===== src/rtl/gauge_pkg.sv =====
package gauge_pkg;

    localparam int unsigned ADR_AVAIL_LO = 'h02;
    localparam int unsigned ADR_AVAIL_HI = 'h03;
    localparam int unsigned ADR_LEARNED  = 'h05;
    localparam int unsigned ADR_INACC    = 'h06;
    localparam int unsigned ADR_FLAGS    = 'h07;
    localparam int unsigned ADR_FULLCAP  = 'h08;
    localparam int unsigned ADR_FILTER   = 'h0A;
    localparam int unsigned ADR_COMMAND  = 'h39;

    localparam int unsigned FB_INACC = 0;
    localparam int unsigned FB_REPL  = 1;
    localparam int unsigned FB_QUAL  = 2;
    localparam int unsigned FB_ERR   = 7;

    typedef enum logic [1:0] {
        ST_IDLE   = 2'd0,
        ST_LOAD   = 2'd1,
        ST_FINISH = 2'd2
    } rst_state_e;

endpackage


===== src/rtl/gauge_rst_ctrl.sv =====
module gauge_rst_ctrl
    import gauge_pkg::*;
#(
    parameter int DATA_W = 8,
    parameter int ADDR_W = 8
) (
    input  logic              clk_i,
    input  logic              rst_i,
    input  logic              wr_en_i,
    input  logic [ADDR_W-1:0] addr_i,
    input  logic [DATA_W-1:0] wdata_i,
    output logic              load_o,
    output logic              busy_o,
    output logic              illegal_o,
    output logic [DATA_W-1:0] cmd_o
);

    localparam logic [DATA_W-1:0] LAUNCH = DATA_W'(1) << (DATA_W - 1);

    rst_state_e        state_q, state_d;
    logic [DATA_W-1:0] cmd_q;
    logic              cmd_hit, launch;

    assign cmd_hit = wr_en_i && (addr_i == ADDR_W'(ADR_COMMAND));
    assign launch  = cmd_hit && (state_q == ST_IDLE) && (cmd_q == '0)
                     && (wdata_i == LAUNCH);

    always_ff @(posedge clk_i) begin
        if (rst_i) begin
            state_q <= ST_IDLE;
        end else begin
            state_q <= state_d;
        end
    end

    always_comb begin
        state_d = state_q;
        unique case (state_q)
            ST_IDLE:   if (launch) state_d = ST_LOAD;
            ST_LOAD:   state_d = ST_FINISH;
            ST_FINISH: state_d = ST_IDLE;
            default:   state_d = ST_IDLE;
        endcase
    end

    always_ff @(posedge clk_i) begin
        if (rst_i) begin
            cmd_q <= '0;
        end else if (launch) begin
            cmd_q <= LAUNCH;
        end else if (state_q == ST_FINISH) begin
            cmd_q <= '0;
        end
    end

    always_comb begin
        load_o    = 1'b0;
        busy_o    = 1'b1;
        illegal_o = 1'b0;
        unique case (state_q)
            ST_IDLE: begin
                busy_o    = 1'b0;
                illegal_o = cmd_hit && (wdata_i[DATA_W-2:0] != '0);
            end
            ST_LOAD:   load_o = 1'b1;
            ST_FINISH: load_o = 1'b0;
            default:   busy_o = 1'b0;
        endcase
    end

    assign cmd_o = cmd_q;

    a_r3_launch_loads: assert property (@(posedge clk_i) disable iff (rst_i)
        launch |=> (load_o && busy_o));
    a_r3_busy_two_cycles: assert property (@(posedge clk_i) disable iff (rst_i)
        load_o |=> (busy_o && !load_o));
    a_r7_illegal_no_launch: assert property (@(posedge clk_i) disable iff (rst_i)
        illegal_o |=> (state_q == ST_IDLE && cmd_q == '0));
    a_r8_cmd_cleared: assert property (@(posedge clk_i) disable iff (rst_i)
        (state_q == ST_FINISH) |=> (cmd_q == '0 && !busy_o));

endmodule


===== src/rtl/gauge_regfile.sv =====
module gauge_regfile
    import gauge_pkg::*;
#(
    parameter int                DATA_W    = 8,
    parameter int                ADDR_W    = 8,
    parameter logic [DATA_W-1:0] FILT_INIT = 8'h12
) (
    input  logic              clk_i,
    input  logic              rst_i,
    input  logic              wr_ok_i,
    input  logic [ADDR_W-1:0] addr_i,
    input  logic [DATA_W-1:0] wdata_i,
    input  logic              load_i,
    input  logic              illegal_i,
    input  logic [DATA_W-1:0] full_cap_i,
    input  logic              hi_from_full_i,
    output logic [DATA_W-1:0] filt_o,
    output logic [DATA_W-1:0] learned_o,
    output logic [DATA_W-1:0] avail_lo_o,
    output logic [DATA_W-1:0] avail_hi_o,
    output logic [DATA_W-1:0] inacc_o,
    output logic [DATA_W-1:0] flags_o
);

    localparam int NFLAG = 3;
    localparam logic [NFLAG-1:0] FLAG_DEFAULT = 3'b011;

    logic [DATA_W-1:0] filt_q, learned_q, lo_q, hi_q, inacc_q;
    logic [NFLAG-1:0]  flag_q;
    logic              err_q;
    logic              reload;

    assign reload = rst_i || load_i;

    always_ff @(posedge clk_i) begin
        if (rst_i) begin
            filt_q <= FILT_INIT;
        end else if (wr_ok_i && addr_i == ADDR_W'(ADR_FILTER)) begin
            filt_q <= wdata_i;
        end
    end

    always_ff @(posedge clk_i) begin
        if (reload) begin
            learned_q <= full_cap_i;
            lo_q      <= '0;
            hi_q      <= hi_from_full_i ? full_cap_i : '0;
            inacc_q   <= '0;
        end else if (wr_ok_i) begin
            if (addr_i == ADDR_W'(ADR_LEARNED))  learned_q <= wdata_i;
            if (addr_i == ADDR_W'(ADR_AVAIL_LO)) lo_q      <= wdata_i;
            if (addr_i == ADDR_W'(ADR_AVAIL_HI)) hi_q      <= wdata_i;
            if (addr_i == ADDR_W'(ADR_INACC))    inacc_q   <= wdata_i;
        end
    end

    for (genvar b = 0; b < NFLAG; b++) begin : g_flag
        always_ff @(posedge clk_i) begin
            if (reload) begin
                flag_q[b] <= FLAG_DEFAULT[b];
            end else if (wr_ok_i && addr_i == ADDR_W'(ADR_FLAGS)) begin
                flag_q[b] <= wdata_i[b];
            end
        end
    end

    always_ff @(posedge clk_i) begin
        if (rst_i) begin
            err_q <= 1'b0;
        end else if (illegal_i) begin
            err_q <= 1'b1;
        end
    end

    always_comb begin
        flags_o          = '0;
        flags_o[FB_INACC] = flag_q[0];
        flags_o[FB_REPL]  = flag_q[1];
        flags_o[FB_QUAL]  = flag_q[2];
        flags_o[FB_ERR]   = err_q;
    end

    assign filt_o     = filt_q;
    assign learned_o  = learned_q;
    assign avail_lo_o = lo_q;
    assign avail_hi_o = hi_q;
    assign inacc_o    = inacc_q;

    a_r4_learned_copy: assert property (@(posedge clk_i) disable iff (rst_i)
        load_i |=> (learned_q == $past(full_cap_i)));
    a_r5_defaults: assert property (@(posedge clk_i) disable iff (rst_i)
        load_i |=> (lo_q == '0 && inacc_q == '0 && flag_q == 3'b011));
    a_r6_high_from_full: assert property (@(posedge clk_i) disable iff (rst_i)
        (load_i && hi_from_full_i) |=> (hi_q == $past(full_cap_i)));
    a_r7_err_sticky: assert property (@(posedge clk_i) disable iff (rst_i)
        err_q |=> err_q);
    a_r2_filter_kept: assert property (@(posedge clk_i) disable iff (rst_i)
        load_i |=> $stable(filt_q));

endmodule


===== src/rtl/gauge_rd_mux.sv =====
module gauge_rd_mux
    import gauge_pkg::*;
#(
    parameter int DATA_W = 8,
    parameter int ADDR_W = 8
) (
    input  logic              clk_i,
    input  logic              rst_i,
    input  logic [ADDR_W-1:0] addr_i,
    input  logic [DATA_W-1:0] filt_i,
    input  logic [DATA_W-1:0] learned_i,
    input  logic [DATA_W-1:0] avail_lo_i,
    input  logic [DATA_W-1:0] avail_hi_i,
    input  logic [DATA_W-1:0] inacc_i,
    input  logic [DATA_W-1:0] flags_i,
    input  logic [DATA_W-1:0] full_cap_i,
    input  logic [DATA_W-1:0] cmd_i,
    output logic [DATA_W-1:0] rdata_o
);

    logic [DATA_W-1:0] sel;

    always_comb begin
        sel = '0;
        if (addr_i == ADDR_W'(ADR_AVAIL_LO)) sel = avail_lo_i;
        if (addr_i == ADDR_W'(ADR_AVAIL_HI)) sel = avail_hi_i;
        if (addr_i == ADDR_W'(ADR_LEARNED))  sel = learned_i;
        if (addr_i == ADDR_W'(ADR_INACC))    sel = inacc_i;
        if (addr_i == ADDR_W'(ADR_FLAGS))    sel = flags_i;
        if (addr_i == ADDR_W'(ADR_FULLCAP))  sel = full_cap_i;
        if (addr_i == ADDR_W'(ADR_FILTER))   sel = filt_i;
        if (addr_i == ADDR_W'(ADR_COMMAND))  sel = cmd_i;
    end

    always_ff @(posedge clk_i) begin
        if (rst_i) begin
            rdata_o <= '0;
        end else begin
            rdata_o <= sel;
        end
    end

    a_r10_read_registered: assert property (@(posedge clk_i) disable iff (rst_i)
        1'b1 |=> (rdata_o == $past(sel)));

endmodule


===== src/rtl/gauge_regbank.sv =====
module gauge_regbank
    import gauge_pkg::*;
#(
    parameter int                DATA_W    = 8,
    parameter int                ADDR_W    = 8,
    parameter logic [DATA_W-1:0] FILT_INIT = 8'h12
) (
    input  logic              clk_i,
    input  logic              rst_i,
    input  logic              wr_en_i,
    input  logic [ADDR_W-1:0] addr_i,
    input  logic [DATA_W-1:0] wdata_i,
    input  logic [DATA_W-1:0] full_cap_i,
    input  logic              hi_from_full_i,
    output logic [DATA_W-1:0] rdata_o,
    output logic              busy_o
);

    logic              load_w, busy_w, illegal_w, wr_ok;
    logic [DATA_W-1:0] cmd_w, filt_w, learned_w, lo_w, hi_w, inacc_w, flags_w;

    gauge_rst_ctrl #(.DATA_W(DATA_W), .ADDR_W(ADDR_W)) u_ctrl (
        .clk_i     (clk_i),
        .rst_i     (rst_i),
        .wr_en_i   (wr_en_i),
        .addr_i    (addr_i),
        .wdata_i   (wdata_i),
        .load_o    (load_w),
        .busy_o    (busy_w),
        .illegal_o (illegal_w),
        .cmd_o     (cmd_w)
    );

    assign wr_ok = wr_en_i && !busy_w;

    gauge_regfile #(.DATA_W(DATA_W), .ADDR_W(ADDR_W), .FILT_INIT(FILT_INIT)) u_regs (
        .clk_i          (clk_i),
        .rst_i          (rst_i),
        .wr_ok_i        (wr_ok),
        .addr_i         (addr_i),
        .wdata_i        (wdata_i),
        .load_i         (load_w),
        .illegal_i      (illegal_w),
        .full_cap_i     (full_cap_i),
        .hi_from_full_i (hi_from_full_i),
        .filt_o         (filt_w),
        .learned_o      (learned_w),
        .avail_lo_o     (lo_w),
        .avail_hi_o     (hi_w),
        .inacc_o        (inacc_w),
        .flags_o        (flags_w)
    );

    gauge_rd_mux #(.DATA_W(DATA_W), .ADDR_W(ADDR_W)) u_rd (
        .clk_i      (clk_i),
        .rst_i      (rst_i),
        .addr_i     (addr_i),
        .filt_i     (filt_w),
        .learned_i  (learned_w),
        .avail_lo_i (lo_w),
        .avail_hi_i (hi_w),
        .inacc_i    (inacc_w),
        .flags_i    (flags_w),
        .full_cap_i (full_cap_i),
        .cmd_i      (cmd_w),
        .rdata_o    (rdata_o)
    );

    assign busy_o = busy_w;

    a_r9_busy_writes_ignored: assert property (@(posedge clk_i) disable iff (rst_i)
        (busy_w && !load_w) |=> ($stable(filt_w) && $stable(learned_w) && $stable(lo_w)
                                 && $stable(hi_w) && $stable(inacc_w)));
    a_r7_illegal_keeps_bytes: assert property (@(posedge clk_i) disable iff (rst_i)
        illegal_w |=> ($stable(learned_w) && $stable(lo_w) && $stable(hi_w) && $stable(filt_w)));

endmodule


===== config.mk =====
export PLATFORM = sky130hd
export DESIGN_NAME = gauge_regbank
export DESIGN_NICKNAME = d
export VERILOG_FILES = /design/src/rtl/gauge_pkg.sv /design/src/rtl/gauge_rst_ctrl.sv /design/src/rtl/gauge_regfile.sv /design/src/rtl/gauge_rd_mux.sv /design/src/rtl/gauge_regbank.sv
export SDC_FILE = /design/constraint.sdc
export NUM_CORES = 1
export LEC_CHECK = 0
export BUFFER_PORTS_ARGS = -buffer_cell sky130_fd_sc_hd__buf_2
export CAP_MARGIN = 25
export CORE_UTILIZATION = 60
export DETAILED_ROUTE_END_ITERATION = 16
export GPL_TIMING_DRIVEN = 0
export PLACE_DENSITY = 0.82
export SYNTH_ARGS = -nofsm -noshare
export SYNTH_HDL_FRONTEND = slang
export SYNTH_HIERARCHICAL = 1
export SYNTH_SLANG_ARGS = --single-unit
export TNS_END_PERCENT = 10

===== constraint.sdc =====
create_clock -name clk_i -period 3.5 [get_ports clk_i]
set_input_delay 0 -clock clk_i [delete_from_list [all_inputs] [get_ports clk_i]]
set_output_delay 0 -clock clk_i [all_outputs]
set_load 0.02 [all_outputs]

-- Word-level counts from Yosys, hierarchy flattened
Cells that the tools add are included.
- register bits: 55
- bits of input ports: 28
- logic and storage cells: 70
- equal/unequal tests: 12
- multiplexer cells: 22
- reductions and logical operators: 23
- operators by type and width (operator ; count):
    8-bit 2-to-1 mux ; 17
    8-bit by 3-bit == test with 1-bit output (second input constant) ; 3
    8-bit by 2-bit == test with 1-bit output (second input constant) ; 2
    8-bit by 4-bit == test with 1-bit output (second input constant) ; 2
    8-bit by 6-bit == test with 1-bit output (second input constant) ; 1
    8-bit == test (second input constant) ; 1
    1-bit logical AND ; 8
    8-bit zero test ; 1
    2-bit AND reduction ; 4
    2-bit nonzero test ; 4
    7-bit nonzero test ; 1
    2-bit one-hot mux with 2 select lines ; 1
    2-bit OR reduction ; 2
    1-bit 2-to-1 mux ; 3
    2-bit by 1-bit == test with 1-bit output (second input constant) ; 1
    2-bit == test (second input constant) ; 1
    2-bit zero test ; 1
    2-bit 2-to-1 mux ; 1
    2-bit by 1-bit != test with 1-bit output (second input constant) ; 1
    1-bit zero test ; 1
    1-bit logical OR ; 1

-- Logic depth before layout (Yosys ltp)
- depth after elaboration: 9
- gate-level depth with buffers: 7
- gate-level depth less buffers: 7

-- Modules after synthesis
Netlist, hierarchy kept.
- modules (own cells, without submodules) (module ; times used ; cells each ; area an instance (um^2) ; seq. area each (um^2)):
    gauge_regfile ; 1 ; 179 ; 1859.3 ; 1041.0
    gauge_rd_mux ; 1 ; 100 ; 838.3 ; 160.2
    gauge_rst_ctrl ; 1 ; 35 ; 330.3 ; 60.1
    gauge_regbank ; 1 ; 1 ; 13.8 ; 0.0

-- Least setup slack after synthesis
OpenSTA, ideal clock, no wires.
- path kind: register -> register
- start point: register u_ctrl.state_q[0]
- end point: register u_regs.learned_q[0] (netlist: u_regs/learned_o[0]), enable pin
- library setup time: 398 ps
- arrival: 2029 ps
- required time: 3102 ps
- path slack: 1073 ps
- cell stages (with the launch flop): 6
- clock period less this slack: 2427 ps
- cells stage by stage: dfxtp_1 -> inv_1 -> ha_1 -> nor2b_4 -> nand3b_1 -> o41ai_1
- cells in the longest elaborated chain, start to end: 7
- elaborated cells between the ends (all ways): 11
- those cells by class: eq/ne (2); mux (2); reduce/logical (7)
- ends and longest elaborated chain (element ; RTL line ; RTL):
    start: declaration ; gauge_rst_ctrl.sv:20 ; rst_state_e state_q, state_d;
    start signal: assignment ; gauge_rst_ctrl.sv:32 ; state_q <= state_d;
    2-bit by 1-bit == test with 1-bit output or 2-bit == test (tied branches) ; gauge_rst_ctrl.sv:60 ; unique case (state_q)
    2-bit OR reduction (no source line) * ; -- ;
    1-bit 2-to-1 mux * ; gauge_rst_ctrl.sv:60 ;
    net busy_o ; gauge_regbank.sv:16 ; output logic busy_o
    1-bit zero test * ; gauge_regbank.sv:34 ; assign wr_ok = wr_en_i && !busy_w;
    1-bit logical AND * ; gauge_regbank.sv:34 ;
    net wr_ok ; gauge_regbank.sv:19 ; logic load_w, busy_w, illegal_w, wr_ok;
    2-bit nonzero test (no source line) * ; -- ;
    2-bit AND reduction (no source line) * ; -- ;
    end signal: assignment ; gauge_regfile.sv:45 ; learned_q <= full_cap_i;
    end signal: assignment ; gauge_regfile.sv:50 ; if (addr_i == ADDR_W'(ADR_LEARNED)) learned_q <= wdata_i;
    end: declaration ; gauge_regfile.sv:28 ; logic [DATA_W-1:0] filt_q, learned_q, lo_q, hi_q, inacc_q;
The timed path passes the listed nets; every way through them passes the cells marked *.
A chain may end at the register's enable or synchronous reset.

-- Worst setup path after layout
- start point: register u_ctrl.state_q[0]
- end point: register u_regs.learned_q[7] (netlist: u_regs/learned_o[7]), enable pin
- cells in the longest elaborated chain, start to end: 7
- elaborated cells between the ends (all ways): 11
- those cells by class: eq/ne (2); mux (2); reduce/logical (7)
- ends and longest elaborated chain (element ; RTL line):
    2-bit by 1-bit == test with 1-bit output or 2-bit == test (tied branches) ; gauge_rst_ctrl.sv:60
    2-bit OR reduction (no source line) * ; --
    1-bit 2-to-1 mux * ; gauge_rst_ctrl.sv:60
    1-bit zero test * ; gauge_regbank.sv:34
    1-bit logical AND * ; gauge_regbank.sv:34
    net wr_ok ; gauge_regbank.sv:19
    2-bit nonzero test (no source line) * ; --
    2-bit AND reduction (no source line) * ; --
Marked as above.

==> qor.yml <==
cts:
  clk_pin_slew_ps: 90
  cts_resized: 0
  insertion_delay_ps: 320
  cts.sinks: 55
  cts_tree: "yes"
  cts_buffers: 5
  clockBufferDepth: 2
  htreeDepth: 2
  cts_root_buf: "clkbuf_8"
grt:
  grt_pass1_wl_mm: 11.49
  grt_max_degree: 17
  grt_antenna_before_repair: 0
  grt_usage_pct: 28.69
  grt_pass1_vias: 2448
  overflow: 0
cells_and_area:
  layout.nets: 409
  final_common_cell: "nand2_1"
  final_cell_mix: "64 x nand2_1, 42 x buf_2, 39 x dfxtp_1"
  syn2layout_area_growth_pct: 16.13
  fin_util_pct: 73.80
  multi_input_area_mm2: 0.001614
  antennaDiodeCount: 0
  final.fill_count: 362
  seq_area_mm2: 0.001261
  drive_above_1_share_pct: 23.02
routing:
  drc: 0
  dr_total_vias: 2522
  firstDrtPassIters: 4
  first_iter_violations: 188
  wirelength_mm: 7.183
  postRouteAntennaNets: 0
  wl_per_cell_um: 16.14
  vias_per_cell: 5.667
synthesis:
  synth_area_mm2: 0.003042
  synth.top_cell.area_share_pct: 25.67
  yosys.area.top_type: "dfxtp_1"
  synth_area_leaders: "dfxtp_1 26%, edfxtp_1 16%, mux2i_1 12%, nand2_1 7.9%, nand2b_1 3.7%"
  netlist_instances: 315
  ys.flop_type: "dfxtp_1"
  ys_seq_area_share_pct: 41.46
  synth-edff-count: 16
  ys_warn_count: 6
  async_reset_ff_share_pct: 0
  synth_cell_types: 53
  ys_ff_latch: 55
  syn_area_per_cell_um2: 9.656
floorplan:
  rows: 25
  die_w_um: 73.20
  io_pins: 37
  die_y_um: 73.20
  die_area_mm2: 0.005358
  initial_core_util_pct: 63.56
  core_mm2: 0.004786
timing:
  max_freq_ghz: 0.4307
  fin_skew_ps: 10.62
  hold_viol_final: 0
  min_period_over_period_pct: 66.34
  slew_violations: 0
  rsz0062_at_grt: "false"
  setup-tns-final_ps: 0
  slew_headroom_pct: 27.66
  worst_pin_slew_ps: 1073
  setup_violations: 0
  final.min_clock_period_ps: 2322
placed_design:
  io_buffer_count: 36
  place.gp.congestion: 0.8569
  dp_hpwl_mm: 5.231
power:
  power_frac_seq_pct: 57.5
  switching_share_pct: 25.72
  p_switching_uw: 304.5
  powerDensity_mw_per_mm2: 335.2
  p_clk_share_pct: 29.7
  cellLeakagePower_uw: 0.001595
  p_int_uw: 879.4
  vdd_drop_max_mv: 0.2342
  combPwrFrac_pct: 12.8
hold_path:
  hold_depth: 3
  worstHoldPathType: "in -> reg"
worst_setup_path:
  ff2ff_path_depth: 5
  crit_path_end_kind: "flop"
  arrival_ps: 2260
  path_class: "reg -> reg"
  path_max_fanout: 8
  start_kind: "flop"
  crit_required_ps: 3440
job:
  cap_violations: 0
status:
  status: "complete, no violations"
[critical path: stages (launching register included)]
cell and delay (ps):
dfxtp_1 360, inv_1 90, ha_1 340, nor2b_4 140
nand3b_1 90, o41ai_2 930
[registers in the layout, summed over array words and instances (netlist names)]
signal,count
u_regs/filt_o,8
u_rd/rdata_o,8
u_regs/err_q,1
u_regs/learned_o,8
u_regs/avail_lo_o,8
u_regs/flags_o,3
u_regs/inacc_o,8
u_ctrl/cmd_o,1
u_regs/avail_hi_o,8
u_ctrl/state_q,2
[metrics by stage]
stage | total power (uW) | setup WS [ps] | hold WS (ps) | cell area, um^2 | instances
after floorplan | 777.6 | 1073 | 69.07 | 3075 | 324
after global placement | 829.9 | 698.6 | 238.0 | 3339 | 427
after detailed placement | 834.6 | 1201 | 240.6 | 3347 | 427
after CTS | 1181 | 1176 | 3.648 | 3522 | 444
after global routing | 1222 | 1086 | 15.91 | 3532 | 445
final | 1184 | 1178 | 7.699 | 3532 | 445
[cell type report]
type / instances / area share [%]
Inverter: 9 / 0.9564
Clock inverter: 2 / 0.3542
Clock buffer: 6 / 2.055
Multi-Input combinational cell: 233 / 45.70
Sequential cell: 55 / 35.71
Timing Repair Buffer: 46 / 7.935
Buffer: 27 / 4.924
Tap cell: 67 / 2.373
[power by group through the flow]
stage | sequential, uW | clock, uW | combinational (uW)
5_1_grt | 683 | 376 | 164
6_report | 681 | 352 | 151
4_1_cts | 681 | 353 | 148
3_5_place_dp | 696 | 0 | 139
3_3_place_gp | 694 | 0 | 136
2_1_floorplan | 695 | 0 | 83.0
[repair_timing]
action	CTS	global route
hold buffers	9	1
hold endpoints to repair	9	1
buffers inserted	0	0
[Yosys cell counts, types with 2 or more instances]
cell / n
o21a_1: 2
a211oi_1: 2
mux2i_1: 36
conb_1: 2
nand4b_1: 4
buf_4: 13
nor4bb_1: 2
nand4_1: 3
o21ai_0: 3
nand2_1: 64
o221a_1: 4
ha_1: 4
buf_2: 6
inv_1: 9
dfxtp_1: 39
clkbuf_1: 5
nor2b_1: 3
nor2_1: 18
mux2_2: 6
or4_4: 2
a211o_1: 2
buf_6: 2
o32ai_1: 6
nand2b_1: 18
and4b_1: 2
and4bb_2: 2
a2bb2oi_1: 6
edfxtp_1: 16
o221a_2: 2
a21oi_1: 9
[cells by family after synthesis]
| logic type | Yosys count | synth area share (%) |
|---|---|---|
| compound gates | 43 | 11.52 |
| fa+ha+maj | 4 | 1.645 |
| buf+inv | 36 | 6.828 |
| flops | 55 | 41.46 |
| mux | 42 | 14.07 |
| other cells | 2 | 0.2469 |
| simple gates | 133 | 24.23 |
[final timing paths]
path | start | to | slack, ps
max | u_ctrl/state_q[0] | u_regs/learned_o[7] | 1180
min | wdata_i[0] | u_regs/filt_o[0] | 8
max reg2reg | u_ctrl/state_q[0] | u_regs/learned_o[7] | 1180
min reg2reg | u_regs/inacc_o[3] | u_regs/inacc_o[3] | 460
[routing by layer]
| metal | GRT usage (%) | wire length [um] | vias to the layer above | share of wire [%] |
|---|---|---|---|---|
| li1 | - | - | 1223 | - |
| met1 | 34.79 | 2931 | 1202 | 41 |
| met2 | 50.31 | 3715 | 85 | 52 |
| met3 | 5.387 | 420 | 12 | 5.8 |
| met4 | 10.68 | 116 | 0 | 1.6 |
| met5 | 0 | 0 | - | 0 |
No activity file was read; power rests on OpenSTA's default activity.
